$ cat config.mk
export PLATFORM = sky130hd
export DESIGN_NAME = isr_aggregator
export DESIGN_NICKNAME = d
export VERILOG_FILES = /design/src/rtl/isr_pkg.sv /design/src/rtl/isr_status_bank.sv /design/src/rtl/isr_mask_reg.sv /design/src/rtl/isr_bus_port.sv /design/src/rtl/isr_aggregator.sv
export SDC_FILE = /design/constraint.sdc
export NUM_CORES = 1
export LEC_CHECK = 0
export CORE_MARGIN = 5
export CORE_UTILIZATION = 45
export CTS_CLUSTER_DIAMETER = 60
export CTS_CLUSTER_SIZE = 14
export DETAILED_ROUTE_END_ITERATION = 12
export PLACE_DENSITY = 0.79
export SYNTH_ARGS = -nofsm -noshare
export SYNTH_HDL_FRONTEND = slang
export SYNTH_SLANG_ARGS = --single-unit
$ cat constraint.sdc
create_clock -name clk_i -period 1.7 [get_ports clk_i]
set_input_delay 0.17 -clock clk_i [delete_from_list [all_inputs] [get_ports clk_i]]
set_output_delay 0.17 -clock clk_i [all_outputs]
set_load 0.1 [all_outputs]
$ cat src/rtl/isr_pkg.sv
package isr_pkg;
  localparam int unsigned STAT_W = 16;
  localparam int unsigned ADDR_W = 2;
  localparam int unsigned RX_N   = 4;
  localparam int unsigned TX_N   = 4;
  localparam int unsigned RX_LSB = 0;
  localparam int unsigned TX_LSB = RX_LSB + RX_N;
  localparam int unsigned SOFT_B = 12;
  localparam int unsigned WAKE_B = 13;

  localparam logic [STAT_W-1:0] HW_MASK =
    STAT_W'(((1 << (RX_N + TX_N)) - 1) << RX_LSB) | (STAT_W'(1) << WAKE_B);
  localparam logic [STAT_W-1:0] VALID_MASK = HW_MASK | (STAT_W'(1) << SOFT_B);

  typedef enum logic [ADDR_W-1:0] {
    REG_STAT = 2'd0,
    REG_EN   = 2'd1,
    REG_CLR  = 2'd2,
    REG_SET  = 2'd3
  } reg_sel_e;
endpackage

$ cat src/rtl/isr_status_bank.sv
module isr_status_bank
  import isr_pkg::*;
#(
  parameter int unsigned W = STAT_W,
  parameter logic [W-1:0] VALID = VALID_MASK
) (
  input  logic         clk_i,
  input  logic         rst_ni,
  input  logic [W-1:0] hw_set_i,
  input  logic [W-1:0] sw_set_i,
  input  logic [W-1:0] sw_clr_i,
  output logic [W-1:0] stat_d_o,
  output logic [W-1:0] stat_q_o
);
  for (genvar i = 0; i < W; i++) begin : g_bit
    if (VALID[i]) begin : g_live
      logic q;
      // set beats clear so a coincident event is kept
      assign stat_d_o[i] = hw_set_i[i] | sw_set_i[i] | (q & ~sw_clr_i[i]);
      always_ff @(posedge clk_i or negedge rst_ni) begin
        if (!rst_ni) q <= 1'b0;
        else         q <= stat_d_o[i];
      end
      assign stat_q_o[i] = q;
    end else begin : g_rsvd
      assign stat_d_o[i] = 1'b0;
      assign stat_q_o[i] = 1'b0;
    end
  end
endmodule

$ cat src/rtl/isr_mask_reg.sv
module isr_mask_reg
  import isr_pkg::*;
#(
  parameter int unsigned W = STAT_W,
  parameter logic [W-1:0] VALID = VALID_MASK
) (
  input  logic         clk_i,
  input  logic         rst_ni,
  input  logic         we_i,
  input  logic [W-1:0] wdata_i,
  output logic [W-1:0] en_d_o,
  output logic [W-1:0] en_q_o
);
  logic [W-1:0] en_q;
  assign en_d_o = we_i ? (wdata_i & VALID) : en_q;
  always_ff @(posedge clk_i or negedge rst_ni) begin
    if (!rst_ni) en_q <= '0;
    else         en_q <= en_d_o;
  end
  assign en_q_o = en_q;
endmodule

$ cat src/rtl/isr_bus_port.sv
module isr_bus_port
  import isr_pkg::*;
#(
  parameter int unsigned W  = STAT_W,
  parameter int unsigned AW = ADDR_W
) (
  input  logic          clk_i,
  input  logic          rst_ni,
  input  logic          req_i,
  input  logic          we_i,
  input  logic [AW-1:0] addr_i,
  input  logic [W-1:0]  wdata_i,
  input  logic [W-1:0]  stat_i,
  input  logic [W-1:0]  en_i,
  output logic [W-1:0]  sw_set_o,
  output logic [W-1:0]  sw_clr_o,
  output logic          en_we_o,
  output logic [W-1:0]  rdata_o,
  output logic          ack_o
);
  logic wr, rd;
  logic [W-1:0] rd_mux;
  logic [W-1:0] rdata_q;
  logic         ack_q;

  assign wr = req_i & we_i;
  assign rd = req_i & ~we_i;

  assign sw_set_o = (wr && addr_i == REG_SET) ? wdata_i : '0;
  assign sw_clr_o = (wr && addr_i == REG_CLR) ? wdata_i : '0;
  assign en_we_o  = wr && addr_i == REG_EN;

  always_comb begin
    unique case (addr_i)
      REG_STAT: rd_mux = stat_i;
      REG_EN:   rd_mux = en_i;
      default:  rd_mux = '0;
    endcase
  end

  always_ff @(posedge clk_i or negedge rst_ni) begin
    if (!rst_ni) begin
      ack_q   <= 1'b0;
      rdata_q <= '0;
    end else begin
      ack_q   <= req_i;
      rdata_q <= rd ? rd_mux : '0;
    end
  end

  assign ack_o   = ack_q;
  assign rdata_o = rdata_q;
endmodule

$ cat src/rtl/isr_aggregator.sv
module isr_aggregator
  import isr_pkg::*;
(
  input  logic              clk_i,
  input  logic              rst_ni,
  input  logic              req_i,
  input  logic              we_i,
  input  logic [ADDR_W-1:0] addr_i,
  input  logic [STAT_W-1:0] wdata_i,
  output logic [STAT_W-1:0] rdata_o,
  output logic              ack_o,
  input  logic [RX_N-1:0]   rx_evt_i,
  input  logic [TX_N-1:0]   tx_evt_i,
  input  logic              wake_evt_i,
  output logic              irq_o
);
  logic [STAT_W-1:0] hw_set, sw_set, sw_clr;
  logic [STAT_W-1:0] stat_d, stat_q, en_d, en_q;
  logic              en_we;
  logic              irq_q;

  always_comb begin
    hw_set = '0;
    hw_set[RX_LSB +: RX_N] = rx_evt_i;
    hw_set[TX_LSB +: TX_N] = tx_evt_i;
    hw_set[WAKE_B]         = wake_evt_i;
  end

  isr_bus_port u_port (
    .clk_i, .rst_ni, .req_i, .we_i, .addr_i, .wdata_i,
    .stat_i(stat_q), .en_i(en_q),
    .sw_set_o(sw_set), .sw_clr_o(sw_clr), .en_we_o(en_we),
    .rdata_o, .ack_o
  );

  isr_status_bank u_stat (
    .clk_i, .rst_ni, .hw_set_i(hw_set & HW_MASK),
    .sw_set_i(sw_set), .sw_clr_i(sw_clr),
    .stat_d_o(stat_d), .stat_q_o(stat_q)
  );

  isr_mask_reg u_mask (
    .clk_i, .rst_ni, .we_i(en_we), .wdata_i,
    .en_d_o(en_d), .en_q_o(en_q)
  );

  // registered from next-state values: glitch free, no extra latency
  always_ff @(posedge clk_i or negedge rst_ni) begin
    if (!rst_ni) irq_q <= 1'b0;
    else         irq_q <= |(stat_d & en_d);
  end
  assign irq_o = irq_q;
endmodule

==> impl_metrics.yaml <==
synthesis:
  ys_warn_count: 0
  synthArstFlopShare: 1.000
  synthCells: 114
  yosysTopAreaCell: "dfrtp_1"
  ys_ff_latch: 32
  syn_avg_cell_area_sq_um: 12.78
  ys.flop_type: "dfrtp_1"
  synth_top_cell_area_share: 0.5498
  yosysSeqAreaShare: 0.5498
  synth_edf_count: 0
  syn-cell-area_sq_um: 1456
  synthDistinctLibCells: 29
  synth_area_leaders: "dfrtp_1, mux2_2, mux2i_1"
cells_and_area:
  drive_gt1_frac: 0.3174
  diodes: 0
  final_core_util: 0.6411
  fin_nets: 197
  fill_cells: 256
  area_delta_synth_final_pct: 35.48
floorplan:
  dieHeight_um: 66.89
  rows: 20
  io_pins: 49
  die_w_um: 66.89
  die_area_sq_um: 4474
  core_area_sq_um: 3078
  initial_core_util: 0.4732
route:
  wl_per_cell_um: 14.83
  via_count: 1080
  ant_nets: 0
  drc: 0
  wl_mm: 3.129
  drt_pass1_iterations: 4
  routed_via_density: 5.118
  drtIter0Drc: 22
sta:
  fmax_mhz: 607.2
  fin_ws_ns: 0.05305
  hold_violations: 0
  finalClockSkew_ns: 0.007196
  min_period_ns: 1.647
  period_share: 0.9688
  grt_setup_unrepaired: "no"
  setup_viol: 0
  drv_slew: 0
global_route:
  grt_pass1_vias: 1164
  busiest_layer: "met2"
  gr-total-overflow: 0
  track_usage: 0.1644
  grt_pass1_wl_mm: 5.382
  use_met1: 0.1998
  grt_use_met2: 0.2611
  antenna_found_initial: 0
  grt_max_degree: 33
  gr-usage-met3: 0.04047
pwr:
  power_frac_comb: 0.262
  p_sw_mw: 0.5765
  power_mw: 1.801
  leakage_nw: 0.8685
  vdd_ir_drop_max_mv: 0.5212
  switching_share: 0.3200
  intPower_mw: 1.225
  cellPowerDensity_nw_per_um2: 913.0
  clkPwrFrac: 0.253
  seqPwrFrac: 0.485
worst_setup_path:
  crit_fanout: 10
  cp.required_ns: 1.92
  cp-end-kind: "flip-flop"
  start_kind: "primary input"
  crit_type: "in -> reg"
  crit_arrival_ns: 1.86
placed_design:
  hpwl_mm: 2.337
  portBuffers: 36
  pre_cts_slack_ns: -0.3632
  place.gp.congestion: 0.7905
clocking:
  worstSkewPairLatency_ns: 0.34
  htree_levels: 2
  cts_made_buffers: 5
  root_buffer: "clkbuf_4"
  cts.path.max_buffers: 2
  clk_pin_slew_ns: 0.10
  cts.sinks: 32
  cts_tree: "done"
status:
  status: "finished, final reports clean"
hold_path:
  hp-class: "in -> async"
flow_run:
  cap_violations: 0
==> metrics by stage <==
stage	instances	cell area (sq um)	setup TNS, ns	hold slack (ns)
after detailed placement	201	1897	-0.3632	0.5066
after global routing	211	1973	0	0.2705
after CTS	209	1958	0	0.2156
after global placement	201	1897	-0.3081	0.4909
final	211	1973	0	0.2069
after floorplan	119	1475	0	-0.1256
==> power by group through the flow <==
stage | Sequential [mW] | Combinational (mW) | Clock (mW)
after floorplan | 0.969 | 0.232 | 0
after global placement | 0.886 | 0.461 | 0
after detailed placement | 0.890 | 0.469 | 0
after CTS | 0.875 | 0.471 | 0.470
after global routing | 0.882 | 0.506 | 0.514
final | 0.874 | 0.472 | 0.456
==> timing repair <==
item | in CTS | in global routing
hold endpoints to repair | 0 | 0
hold buffers | 0 | 0
gates resized for setup | 0 | 0
endpoints found under the setup margin | 0 | 1
buffers inserted | 0 | 2
==> path summary, 6_finish.rpt <==
check	startpoint	to	slack [ns]	cells after the start
min in group clk_i	wake_evt_i	u_stat.g_bit[13].g_live.q	0.43	2
max	req_i	irq_o	0.05	6
min reg2reg	u_stat.g_bit[1].g_live.q	u_port.rdata_o[1]	0.53	2
max reg2reg	u_stat.g_bit[3].g_live.q	irq_o	0.24	4
min	rst_ni	u_port.rdata_o[1]	0.21	2
max in group asynchronous	rst_ni	u_mask.en_q_o[12]	1.20	2
==> worst max-delay path, cell delays in order <==
cell and delay, ns:
clkdlybuf4s50_1 0.50, and3_4 0.26, a21boi_0 0.10, a311o_2 0.37, a222oi_1 0.33, nand4bb_1 0.13
==> registers in the layout, summed over array words and instances (netlist names) <==
signal,count
irq_o,1
u_mask.en_q_o,10
u_port.ack_o,1
u_port.rdata_o,10
u_stat.g_bit.g_live.q,10
==> cell type report <==
type / count / area [sq um] / area share
Tap cell: 44 / 55.05 / 0.02790
Inverter: 1 / 3.754 / 0.001902
Timing Repair Buffer: 51 / 455.4 / 0.2308
Sequential cell: 32 / 800.8 / 0.4058
Multi-Input combinational cell: 75 / 596.8 / 0.3025
Clock buffer: 6 / 51.30 / 0.02600
Clock inverter: 2 / 10.01 / 0.005073
==> Yosys cell counts (all sizes together) (2+ instances only) <==
cell / count
a21boi: 6
a22o: 3
a311o: 6
buf: 9
clkbuf: 2
dfrtp: 32
mux2: 14
mux2i: 10
nand2: 2
nand4: 4
nor2: 10
o21ai: 4
or2: 3
==> per-layer routing <==
metal,vias up,wire [um]
met5,-,0
met4,0,90
met3,7,175
met2,32,1507
met1,522,1356
li1,519,-
==> layout by cell type (no fill, tap or decap), types with 2 or more instances in the layout <==
cell             instances
mux2_1                   5
o21ai_0                  3
dfrtp_1                 32
nor2_1                  10
conb_1                   6
a21boi_1                 2
nand2_1                  2
nand4_1                  4
clkdlybuf4s50_1         24
or2_2                    3
a22o_1                   3
a311o_2                  3
mux2i_1                 10
a21boi_0                 3
a311o_1                  3
buf_4                   26
clkbuf_4                 5
mux2_2                   9
clkinv_2                 2
==> cells by family (layout without fill, tap and decap cells) <==
family	after synthesis	count (layout)	share of synthesized area
buffers and inverters	12	60	0.05326
flip-flops	32	32	0.5498
multiplexers	24	24	0.1770
AND/OR/NAND/NOR	23	23	0.08849
other	1	6	0.002575
AO/OA/AOI/OAI	22	22	0.1289
(Power assumes the default switching activity.)
